## config.mk

```make
export PLATFORM = sky130hd
export DESIGN_NAME = spim_master
export DESIGN_NICKNAME = d
export VERILOG_FILES = /design/src/rtl/spim_pkg.sv /design/src/rtl/spim_mode_regs.sv /design/src/rtl/spim_tick.sv /design/src/rtl/spim_shift.sv /design/src/rtl/spim_master.sv
export SDC_FILE = /design/constraint.sdc
export NUM_CORES = 1
export LEC_CHECK = 0
export BUFFER_PORTS_ARGS = -buffer_cell sky130_fd_sc_hd__buf_2
export CAP_MARGIN = 20
export CORE_ASPECT_RATIO = 2
export CORE_MARGIN = 2
export CORE_UTILIZATION = 40
export CTS_BUF_LIST = sky130_fd_sc_hd__clkbuf_8 sky130_fd_sc_hd__clkbuf_16
export CTS_CLUSTER_SIZE = 10
export DETAILED_ROUTE_END_ITERATION = 12
export HOLD_SLACK_MARGIN = 0.08
export PLACE_DENSITY = 0.71
export SLEW_MARGIN = 0
export SYNTH_ARGS = -nofsm -noshare
export SYNTH_HDL_FRONTEND = slang
export SYNTH_SLANG_ARGS = --single-unit
export TNS_END_PERCENT = 50
```

## constraint.sdc

```tcl
create_clock -name clk -period 2.1 [get_ports clk]
set_clock_uncertainty 0.1 [all_clocks]
set_input_delay 0.315 -clock clk [delete_from_list [all_inputs] [get_ports clk]]
set_output_delay 0.315 -clock clk [all_outputs]
set_load 0.02 [all_outputs]
```

## src/rtl/spim_pkg.sv

```systemverilog
package spim_pkg;

  typedef enum logic [2:0] {
    S_IDLE,
    S_SETUP,
    S_LEAD,
    S_XFER,
    S_TRAIL
  } spim_state_e;

  // Phase 0 samples on even (leading) edges, phase 1 on odd (trailing) edges.
  function automatic logic edge_samples(input logic cpha, input int unsigned eidx);
    return cpha ? logic'(eidx % 2 == 1) : logic'(eidx % 2 == 0);
  endfunction

  function automatic logic len_in_range(input int unsigned len, input int unsigned lo,
                                        input int unsigned hi);
    return (len >= lo) && (len <= hi);
  endfunction

endpackage

```

## src/rtl/spim_mode_regs.sv

```systemverilog
module spim_mode_regs #(
  parameter int NSLV = 6,
  parameter int IW   = 3
) (
  input  logic          clk,
  input  logic          rst_n,
  input  logic          wr_en,
  input  logic          busy,
  input  logic [IW-1:0] wr_idx,
  input  logic [1:0]    wr_mode,
  input  logic [IW-1:0] rd_idx,
  output logic [1:0]    rd_mode
);
  logic [NSLV-1:0][1:0] mode_q;

  always_ff @(posedge clk or negedge rst_n) begin
    if (!rst_n) begin
      mode_q <= '0;
    end else if (wr_en && !busy && (int'(wr_idx) < NSLV)) begin
      mode_q[wr_idx] <= wr_mode;
    end
  end

  always_comb begin
    rd_mode = '0;
    if (int'(rd_idx) < NSLV) rd_mode = mode_q[rd_idx];
  end

  // writes that arrive while busy leave the table untouched
  a_r9_hold_when_busy: assert property (@(posedge clk) disable iff (!rst_n)
    busy |=> $stable(mode_q));

endmodule

```

## src/rtl/spim_tick.sv

```systemverilog
module spim_tick #(
  parameter int DIV = 2
) (
  input  logic clk,
  input  logic rst_n,
  input  logic run,
  output logic tick
);
  localparam int CW = (DIV > 1) ? $clog2(DIV) : 1;
  logic [CW-1:0] cnt;

  assign tick = run && (cnt == CW'(DIV - 1));

  always_ff @(posedge clk or negedge rst_n) begin
    if (!rst_n)       cnt <= '0;
    else if (!run)    cnt <= '0;
    else if (tick)    cnt <= '0;
    else              cnt <= cnt + CW'(1);
  end

endmodule

```

## src/rtl/spim_shift.sv

```systemverilog
module spim_shift #(
  parameter int MAXW = 16,
  parameter int LW   = 5
) (
  input  logic            clk,
  input  logic            rst_n,
  input  logic            load,
  input  logic [LW-1:0]   len,
  input  logic [MAXW-1:0] tx,
  input  logic            drive,
  input  logic            sample,
  input  logic            miso,
  output logic            mosi,
  output logic [MAXW-1:0] rx
);
  logic [MAXW-1:0] tx_sr;
  logic [MAXW-1:0] rx_sr;
  logic            mosi_q;

  always_ff @(posedge clk or negedge rst_n) begin
    if (!rst_n) begin
      tx_sr  <= '0;
      rx_sr  <= '0;
      mosi_q <= 1'b0;
    end else if (load) begin
      tx_sr  <= tx << (MAXW - int'(len));
      rx_sr  <= '0;
      mosi_q <= 1'b0;
    end else begin
      if (drive) begin
        mosi_q <= tx_sr[MAXW-1];
        tx_sr  <= tx_sr << 1;
      end
      if (sample) rx_sr <= {rx_sr[MAXW-2:0], miso};
    end
  end

  assign mosi = mosi_q;
  assign rx   = rx_sr;

  // no edge both launches and captures a bit
  a_r6_drive_apart_from_sample: assert property (@(posedge clk) disable iff (!rst_n)
    $onehot0({drive, sample}));

endmodule

```

## src/rtl/spim_master.sv

```systemverilog
module spim_master
  import spim_pkg::*;
#(
  parameter int NSLV = 6,
  parameter int MAXW = 16,
  parameter int MINW = 4,
  parameter int DIV  = 2,
  parameter int IW   = (NSLV > 1) ? $clog2(NSLV) : 1,
  parameter int LW   = $clog2(MAXW + 1)
) (
  input  logic            clk,
  input  logic            rst_n,
  input  logic            cfg_we,
  input  logic [IW-1:0]   cfg_idx,
  input  logic [1:0]      cfg_mode,
  input  logic            req_valid,
  input  logic [IW-1:0]   req_idx,
  input  logic [LW-1:0]   req_len,
  input  logic [MAXW-1:0] req_data,
  output logic            busy,
  output logic            done,
  output logic            err,
  output logic [MAXW-1:0] rx_data,
  output logic            sclk,
  output logic            mosi,
  input  logic            miso,
  output logic [NSLV-1:0] ss_n
);
  localparam int EW = LW + 1;

  spim_state_e     st;
  logic [1:0]      cur_mode;
  logic [IW-1:0]   cur_idx;
  logic [LW-1:0]   len_q;
  logic [EW-1:0]   ecnt;
  logic            sclk_q, done_q, err_q;
  logic [NSLV-1:0] ss_q;
  logic [MAXW-1:0] rx_q;

  logic [1:0]      rd_mode;
  logic            tick, in_idle, req_ok, accept, reject;
  logic            edge_now, samp_edge, drv_edge;
  logic [EW-1:0]   eidx, last_e;
  logic [MAXW-1:0] rx_word;

  spim_mode_regs #(.NSLV(NSLV), .IW(IW)) u_modes (
    .clk(clk), .rst_n(rst_n), .wr_en(cfg_we), .busy(busy),
    .wr_idx(cfg_idx), .wr_mode(cfg_mode), .rd_idx(req_idx), .rd_mode(rd_mode)
  );

  spim_tick #(.DIV(DIV)) u_tick (
    .clk(clk), .rst_n(rst_n), .run(!in_idle), .tick(tick)
  );

  assign in_idle = (st == S_IDLE);
  assign req_ok  = (int'(req_idx) < NSLV) && len_in_range(int'(req_len), MINW, MAXW);
  assign accept  = req_valid && in_idle && req_ok;
  assign reject  = req_valid && in_idle && !req_ok;

  // Edge bookkeeping: edge 0 happens on the tick that leaves S_LEAD.
  assign edge_now  = tick && ((st == S_LEAD) || (st == S_XFER));
  assign eidx      = (st == S_LEAD) ? '0 : ecnt;
  assign last_e    = {len_q, 1'b0} - EW'(1);
  assign samp_edge = edge_now && edge_samples(cur_mode[0], int'(eidx));
  assign drv_edge  = (st == S_SETUP && tick && !cur_mode[0]) ||
                     (edge_now && !edge_samples(cur_mode[0], int'(eidx)) && (eidx != last_e));

  spim_shift #(.MAXW(MAXW), .LW(LW)) u_shift (
    .clk(clk), .rst_n(rst_n), .load(accept), .len(req_len), .tx(req_data),
    .drive(drv_edge), .sample(samp_edge), .miso(miso), .mosi(mosi), .rx(rx_word)
  );

  always_ff @(posedge clk or negedge rst_n) begin
    if (!rst_n) begin
      st       <= S_IDLE;
      cur_mode <= '0;
      cur_idx  <= '0;
      len_q    <= '0;
      ecnt     <= '0;
      sclk_q   <= 1'b0;
      ss_q     <= '1;
      done_q   <= 1'b0;
      err_q    <= 1'b0;
      rx_q     <= '0;
    end else begin
      done_q <= 1'b0;
      err_q  <= reject;
      unique case (st)
        S_IDLE: if (accept) begin
          st       <= S_SETUP;
          cur_mode <= rd_mode;
          sclk_q   <= rd_mode[1];
          cur_idx  <= req_idx;
          len_q    <= req_len;
        end
        S_SETUP: if (tick) begin
          st   <= S_LEAD;
          ss_q <= ~(NSLV'(1) << cur_idx);
        end
        S_LEAD: if (tick) begin
          st     <= S_XFER;
          sclk_q <= ~sclk_q;
          ecnt   <= EW'(1);
        end
        S_XFER: if (tick) begin
          sclk_q <= ~sclk_q;
          ecnt   <= ecnt + EW'(1);
          if (ecnt == last_e) st <= S_TRAIL;
        end
        S_TRAIL: if (tick) begin
          st     <= S_IDLE;
          ss_q   <= '1;
          done_q <= 1'b1;
          rx_q   <= rx_word;
        end
        default: st <= S_IDLE;
      endcase
    end
  end

  assign busy    = !in_idle;
  assign done    = done_q;
  assign err     = err_q;
  assign rx_data = rx_q;
  assign sclk    = sclk_q;
  assign ss_n    = ss_q;

  // never more than one slave selected
  a_r3_one_select: assert property (@(posedge clk) disable iff (!rst_n)
    $onehot0(~ss_q));
  // applied mode frozen while a select is low
  a_r4_mode_frozen: assert property (@(posedge clk) disable iff (!rst_n)
    !(&ss_q) |=> $stable(cur_mode));
  // clock rests at idle level around the select edges
  a_r4_idle_level: assert property (@(posedge clk) disable iff (!rst_n)
    (st == S_SETUP || st == S_LEAD || st == S_TRAIL) |-> (sclk_q == cur_mode[1]));
  // done lasts a single cycle
  a_r8_done_single: assert property (@(posedge clk) disable iff (!rst_n)
    done_q |=> !done_q);
  // a rejection leaves the bus quiet
  a_r2_err_quiet: assert property (@(posedge clk) disable iff (!rst_n)
    err_q |-> (in_idle && (&ss_q)));
  // bits above the programmed length are zero
  a_r7_rx_aligned: assert property (@(posedge clk) disable iff (!rst_n)
    done_q |-> ((rx_q >> len_q) == '0));

endmodule

```

# Yosys cells after proc, flatten, opt, wreduce, memory -nomap -nowiden
# Cells that the tools add are included.
# word_totals
register_bits,89
inputBits,34
output_inout_bits,27
elab_cells,117
# op_classes
n_addsub,4
n_lt_le_gt_ge,7
eq_ne,13
shift,2
muxes,34
n_bitwise,2
reduce_logical,35
# op_table
operator,count
$mux W16,4
$logic_not A32 Y1,1
$shl A16 B32 Y16,1
$mux W6,5
$pmux W6 S2,2
$mux W3,6
$logic_and A1 B1 Y1,15
$pmux W3 S5,1
$bwmux W12,1
$reduce_bool A2 Y1,5
$mux W1,9
$reduce_and A3 Y1,3
$lt A3 B4 Y1 const B,2
$ne A2 B2 Y1 const B,4
$add A6 B1 Y6 const B,1
$bmux W2 S3,1
$demux W2 S3,1
$eq A3 B2 Y1 const B,2
$eq A6 B6 Y1,1
$lt A3 B3 Y1 const B,2
$mux W2,3
$ne A2 B1 Y1 const B,3
$ne A6 B6 Y1,1
$not A6 Y6,1
17 further kinds,22

# Depth between registers and ports, before layout
# Gate-level depths: netlist (run 1).
# logic_depth
ltp_word,10
ltp_mapped,15
ltp_nobuf,9

# By module
# From an unflattened synthesis (run 1), not the netlist that was laid out.
# unflattened
cells_unflattened,522
hier_area_um2,5268.8
# modules_own_cells
mod,n_inst,cells_each,area_each_um2,seq_area_each_um2
spim_shift,1,263,2497.4,825.8
spim_master,1,208,2084.5,1083.5
spim_mode_regs,1,48,645.6,300.3
spim_tick,1,3,41.3,25.0

# Worst setup path before layout (run 1)
# No wires, ideal clock.
# synth_timing
kind,input to register
from,input port req_len[0]
to,register u_shift.tx_sr[12]
setup_ns,0.124
arrival_ns,2.770
required_time_ns,1.876
slack_ns,-0.894
path_stages,14
n_path_buf,5
path_cell_list,buf_4 buf_6 buf_2 inv_1 ha_1 buf_2 nor3b_2 ha_1 o31ai_2 or2_1 buf_4 nor2_1 a32o_1 o31a_1
# synth_via
elab_chain_len,5
elab_cells_between_ends,9
cone_classes,add/sub (1); order compare (2); shift (1); mux (1); reduce/logical (4)
# synth_rtl
item,line,source
start: declaration,spim_master.sv:18,"input logic [LW-1:0] req_len,"
"parallel branches: the longest is 5 deep, another holds $sub A5 B5 Y6",--,
end signal: assignment,spim_shift.sv:26,tx_sr <= tx << (MAXW - int'(len));
end signal: assignment,spim_shift.sv:32,tx_sr <= tx_sr << 1;
end: declaration,spim_shift.sv:16,logic [MAXW-1:0] tx_sr;
# Several ways; the timed one is not identified.
# A chain may end at the register's enable or synchronous reset.

# Worst setup path after layout (run 1)
# layout_timing
from,register len_q[0]
to,register u_shift.tx_sr[10]
# layout_via
elab_chain_len,5
# layout_rtl
item,line,source
start: declaration,spim_master.sv:34,logic [LW-1:0] len_q;
start signal: assignment,spim_master.sv:94,len_q <= req_len;
$sub A6 B1 Y6,spim_master.sv:63,"assign last_e = {len_q, 1'b0} - EW'(1);"
$ne A6 B6 Y1,spim_master.sv:66,"(edge_now && !edge_samples(cur_mode[0], int'(eidx)) && (eidx != last_e));"
$logic_and A1 B1 Y1,spim_master.sv:66,
$logic_or A1 B1 Y1,spim_master.sv:65,assign drv_edge = (st == S_SETUP && tick && !cur_mode[0]) ||
$reduce_bool A2 Y1 (no line),--,
# Every way passes these cells.

==> out/results.tsv, run 1 <==
metric	value	unit
status	finished with violations	
failing checks	negative setup slack	
largest net degree at the start of global routing	46	
Setup WS post-layout	-38.5	ps
WL/cell	14.7	µm
register area	0.00223	mm²
Distinct cells, synth	67	
share of synthesized registers carrying an async set or reset	100	%
syn_nets	591	
top_reg_cell synth	dfrtp_1	
Hold/Removal Path Class	input port to register	
pre-CTS setup slack	-196	ps
Total GRT Usage	18.1	%
Die ar.	0.0136	mm²
top-count cell post-synth	nand2_1	
crit path launch type	register	
placed cell count	802	
final instance area	0.00655	mm²
layout cells sized above 1	31.7	%
post-route clock period utilization	102	%
Worst VDD drop	0.655	mV
Crit Path Class	register to register	
Rel. slew slack	59.9	%
crit path from	len_q[0]	
Yosys top cell by area	dfrtp_1	
top cells by area, synth	dfrtp_1 (41%), nand2_1 (10%), mux2i_1 (5.2%)	
area delta synth->final	29.9	%
YS warnings	0	
antenna violations before repair	0	
1st-pass router iterations	4	
DR vias	4486	
nets	712	
Setup TNS	-194	ps
sequence of cells on the critical path	inv_2 > ha_4 > xor2_1 > nand3_1 > o21a_1 > nor3_4 > buf_12 > mux2i_2 > a22oi_1	
drt drc	0	
CTS max path bufs	2	
Post-Route WL	12.2	mm
Mean Syn Cell Area	9.12	µm²
H-tree depth	3	
Crit Path Max Fanout	7	
Leakage Power	3.06	nW
Final Hold Fails	0	
post-route ant nets	0	
clk_lat worst skew	340	ps
max-cap viol count	0	
Arrival @ worst endpoint	2250	ps
CP Data Required Time	2210	ps
Final Max Slew Viols	0	
DR iter-0 viols	231	
post-route non-filler standard cell count	829	
Sink Count	89	
flops & latches, synth	89	
global route overflow	0	
die outline width	83.4	µm
Clock Pin Slew Worst Setup and Hold Paths	70	ps
critical path's top delay family	flip-flops	
Chip Height	163	µm
global-route wire length before repair	20.3	mm
Syn Inst Count	553	
Highest Clock Rate	0.468	GHz
Clock Tree Root	clkbuf_16	
vias in the first global route	4286	
DP Wirelength	8.97	mm
placed inst area	0.00606	mm²
GPL Wtd Cong	0.883	
FP Rows	58	
Pwr Density	1210	mW/mm²
unrepaired setup endpoints after global routing	yes	
CTS tree	built	
CTS Buf Count	9	
CP endpoint kind	register	
Synth top area share	41.2	%
Largest stage delay, worst path	370	ps
worst reg2reg startpoint	len_q[0]	
# fillers	1120	
crit path time final	2140	ps
critical path's slowest cell	dfrtp_1	
post-synthesis sequential area ratio	44.3	%
EDFF count, synth	0	
Port-buffer cells	60	
Starting Density	40.6	%
Synth top cells by count	nand2_1 (137), dfrtp_1 (83), nand3_1 (34)	
Hold Crit Start	req_idx[1]	
DR vias/cell	5.41	
mapped cell area	0.00504	mm²
Slew @ Worst Pin	602	ps
Core Area	0.0124	mm²
n_diodes	0	
Ports	61	
Final Power	7.91	mW
CP bufs+invs	2	
Final Setup Violations	8	
multi-input logic area	0.00275	mm²
## layout make-up
| class | instances | share of cell area [%] |
|---|---|---|
| tap | 150 | 2.86 |
| clock inverter | 5 | 0.936 |
| multi-input combinational | 420 | 41.9 |
| inverter | 12 | 0.726 |
| clock buffer | 11 | 3.86 |
| timing repair buffer | 142 | 15.6 |
| sequential | 89 | 34.1 |
## power by group
group          total (mW)  leakage, nW  switching, mW  internal (mW)
logic                3.50         1.85           1.75           1.75
clock network        1.67        0.157          0.678          0.996
registers            2.74         1.06          0.429           2.31
## state kept, by name, indices dropped and copies added (netlist names), 3 cells and up
name and flops:
rx_data 16, u_shift.rx 16, u_shift.tx_sr 16, u_modes.mode_q 12, ecnt 6, ss_n 6, len_q 5, cur_idx 3
st 3
## cells in the final DEF, fill, tap and decap left out, drive strengths merged, types with 4 or more instances in the layout
master   Yosys  final
buf         12    140
nand2      137    137
dfrtp       83     83
nand3       34     34
o21ai       30     30
nor2        28     28
mux2i       26     26
mux2        19     19
a21oi       17     17
inv         11     13
clkbuf      20     11
nor3        10     10
a2bb2oi      9      9
nand3b       7      7
a22oi        7      7
nor3b        7      7
dfstp        6      6
o2bb2ai      5      5
o22ai        5      5
a211oi       5      5
or3          4      4
xor2         4      4
nand2b       4      4
o211ai       4      4
a22o         4      4
ha           4      4
## timing repair
action / CTS / global route
hold endpoints to repair: 27 / 0
buffers inserted: 8 / 2
setup endpoints to repair: 13 / 36
hold buffers: 2 / 0
cloned: 1 / 0
gates resized for setup: 9 / 14
pin swaps: 5 / 12
## stage by stage
stage / util [%] / hold slack (ps)
CTS: 52.5 / 141
floorplan: - / -80.6
global placement: 48.8 / 168
global route: 52.8 / 146
detailed placement: 48.8 / 168
finish: 52.8 / 153
## worst min-delay path: cells and delay by family
kind          cells  cell delay [ps]
simple gates      2              100
buf+inv           1              140
## final timing paths
path,to,slack [ps],cells past startpoint
setup / recovery,u_shift.tx_sr[10],-40,9
hold / removal,cur_idx[1],150,3
setup reg to reg,u_shift.tx_sr[10],-40,9
hold reg to reg,rx_data[14],370,2
max in group asynchronous,ss_n[1],930,3
min in group asynchronous,ecnt[3],330,2
## cell families after synthesis
logic type / after synthesis / synth area share [%]
XOR/XNOR: 7 / 1.22
multiplexers: 47 / 10.3
AND/OR/NAND/NOR: 249 / 23.5
buffers and inverters: 44 / 4.14
adder cells (fa/ha/maj): 4 / 0.992
flip-flops: 89 / 44.3
AO/OA/AOI/OAI: 113 / 15.6
## routing by layer
layer	GRT usage, %	wire length (µm)	vias up
met2	31.7	6260	69
li1	-	-	2207
met4	4.92	145	0
met1	23.1	5440	2198
met3	3.09	380	12
met5	0	0	-
Power figures use the tool's default switching activity.
==> inputs of run 2 (changes only) <==
--- a/config.mk
+++ b/config.mk
@@ -15,6 +15,7 @@
 export DETAILED_ROUTE_END_ITERATION = 12
 export HOLD_SLACK_MARGIN = 0.08
 export PLACE_DENSITY = 0.71
+export RECOVER_POWER = 50
 export SLEW_MARGIN = 0
 export SYNTH_ARGS = -nofsm -noshare
 export SYNTH_HDL_FRONTEND = slang
==> out/results.tsv, run 2 (synthesized netlist as in run 1, its figures left out) <==
metric	value	unit	change
status	finished with violations		
failing checks	negative setup slack		
Crit Path Max Fanout	7		unchanged
Setup WS post-layout	-38.7	ps	-0.107 ps
die outline width	83.4	µm	unchanged
placed inst area	0.00606	mm²	unchanged
n_diodes	0		unchanged
global route overflow	0		unchanged
drt drc	0		unchanged
DR iter-0 viols	231		unchanged
Worst VDD drop	0.655	mV	about the same
DR vias/cell	5.40		-0.27%
CTS Buf Count	9		unchanged
CP bufs+invs	2		unchanged
placed cell count	802		unchanged
Post-Route WL	12.2	mm	-0.26%
DP Wirelength	8.97	mm	unchanged
Port-buffer cells	60		unchanged
critical path's slowest cell	dfrtp_1		
Starting Density	40.6	%	unchanged
1st-pass router iterations	4		unchanged
Stages on worst setup path	9		unchanged
Die ar.	0.0136	mm²	unchanged
commonest non-fill, non-tap cell in the layout	nand2_1		
antenna violations before repair	0		unchanged
pre-CTS setup slack	-196	ps	unchanged
Hold/Removal Path Class	input port to register		
CTS tree	built		
area delta synth->final	29.5	%	
Final Max Slew Viols	0		unchanged
clk_lat worst skew	340	ps	about the same
Crit Path Class	register to register		
crit path launch type	register		
crit path time final	2140	ps	+0.107 ps
Final Hold Fails	0		unchanged
Hold WS	153	ps	-0.0710 ps
FP Rows	58		unchanged
CP Data Required Time	2210	ps	about the same
Total GRT Usage	18.1	%	unchanged
vias in the first global route	4286		unchanged
# fillers	1125		+0.45%
final instance area	0.00653	mm²	-0.34%
Chip Height	163	µm	unchanged
post-route clock period utilization	102	%	about the same
Final Setup Violations	8		unchanged
layout cells sized above 1	31.4	%	-0.29 points
critical path's top delay family	flip-flops		
H-tree depth	3		unchanged
Pwr Density	1210	mW/mm²	+0.22%
post-route non-filler standard cell count	829		unchanged
flop2flop setup slack	-40	ps	about the same
Largest stage delay, worst path	370	ps	about the same
Slew @ Worst Pin	719	ps	+117 ps
Post-Route Utilization	52.6	%	-0.18 points
largest net degree at the start of global routing	46		unchanged
nets	712		unchanged
R2R depth	9		unchanged
Highest Clock Rate	0.468	GHz	about the same
Sink Count	89		unchanged
CP endpoint kind	register		
unrepaired setup endpoints after global routing	yes		
Ports	61		unchanged
GPL Wtd Cong	0.883		unchanged
WL/cell	14.7	µm	-0.26%
DR vias	4474		-0.27%
global-route wire length before repair	20.3	mm	unchanged
sequence of cells on the critical path	inv_2 > ha_4 > xor2_1 > nand3_1 > o21a_1 > nor3_4 > buf_12 > mux2i_2 > a22oi_1		
Arrival @ worst endpoint	2250	ps	about the same
Leakage Power	3.05	nW	-0.48%
Clock Pin Slew Worst Setup and Hold Paths	70	ps	about the same
Clock Tree Root	clkbuf_16		
CTS max path bufs	2		unchanged
Hold Path Stages	3		unchanged
post-route ant nets	0		unchanged
max-cap viol count	0		unchanged
Core Area	0.0124	mm²	unchanged
most frequent cells in the layout	nand2_1 (136), dfrtp_1 (83), buf_4 (68)		
Rel. slew slack	52.1	%	-7.8 points
## run 2: timing repair
item                       CTS  global route
gates resized for setup      9            14
pin swaps                    5            12
hold endpoints to repair    27             0
setup endpoints to repair   13            36
setup buffers                8             2
hold buffers                 2             0
cloned                       1             0
## run 2: where the power goes
group / internal, mW / switching, mW
clock network: 0.996 / 0.678
registers: 2.31 / 0.429
logic: 1.75 / 1.74
total: 5.05 / 2.85
## run 2: path summary, 6_finish.rpt
path                                  start                end
worst max-delay path               len_q[0]  u_shift.tx_sr[10]
worst min-delay path             req_idx[1]         cur_idx[1]
worst max register to register     len_q[0]  u_shift.tx_sr[10]
worst min register to register  rx_data[14]        rx_data[14]
max in group asynchronous             rst_n  u_modes.mode_q[4]
min in group asynchronous             rst_n            ecnt[3]
## run 2: metrics by stage
stage / power, mW / setup TNS [ps]
after global routing: 8.44 / -1640
after CTS: 7.87 / -2.73
after floorplan: 4.73 / -11670
final: 7.90 / -194
after detailed placement: 5.79 / -3270
after global placement: 5.69 / -2050
## run 2: final cells by class
class	instances	area [µm²]	area share, %
Timing Repair Buffer	142	1000	15.3
Clock buffer	11	253	3.87
Sequential cell	89	2230	34.2
Inverter	12	47.5	0.728
Tap cell	150	188	2.87
Clock inverter	5	61.3	0.939
Multi-Input combinational cell	420	2750	42.1
## run 2: worst register-to-register path: cells and delay by family, from the launching register on
kind | cells | cell delay, ps
mux | 1 | 210
buf+inv | 2 | 230
xor+xnor | 1 | 140
compound gates | 2 | 340
flops | 1 | 370
simple gates | 2 | 370
fa+ha+maj | 1 | 260
## run 2: routing by layer
layer | track usage (%) | wire length (µm)
met1 | 23.1 | 5440
met2 | 31.7 | 6240
met3 | 3.09 | 365
met4 | 4.92 | 145
met5 | 0 | 0
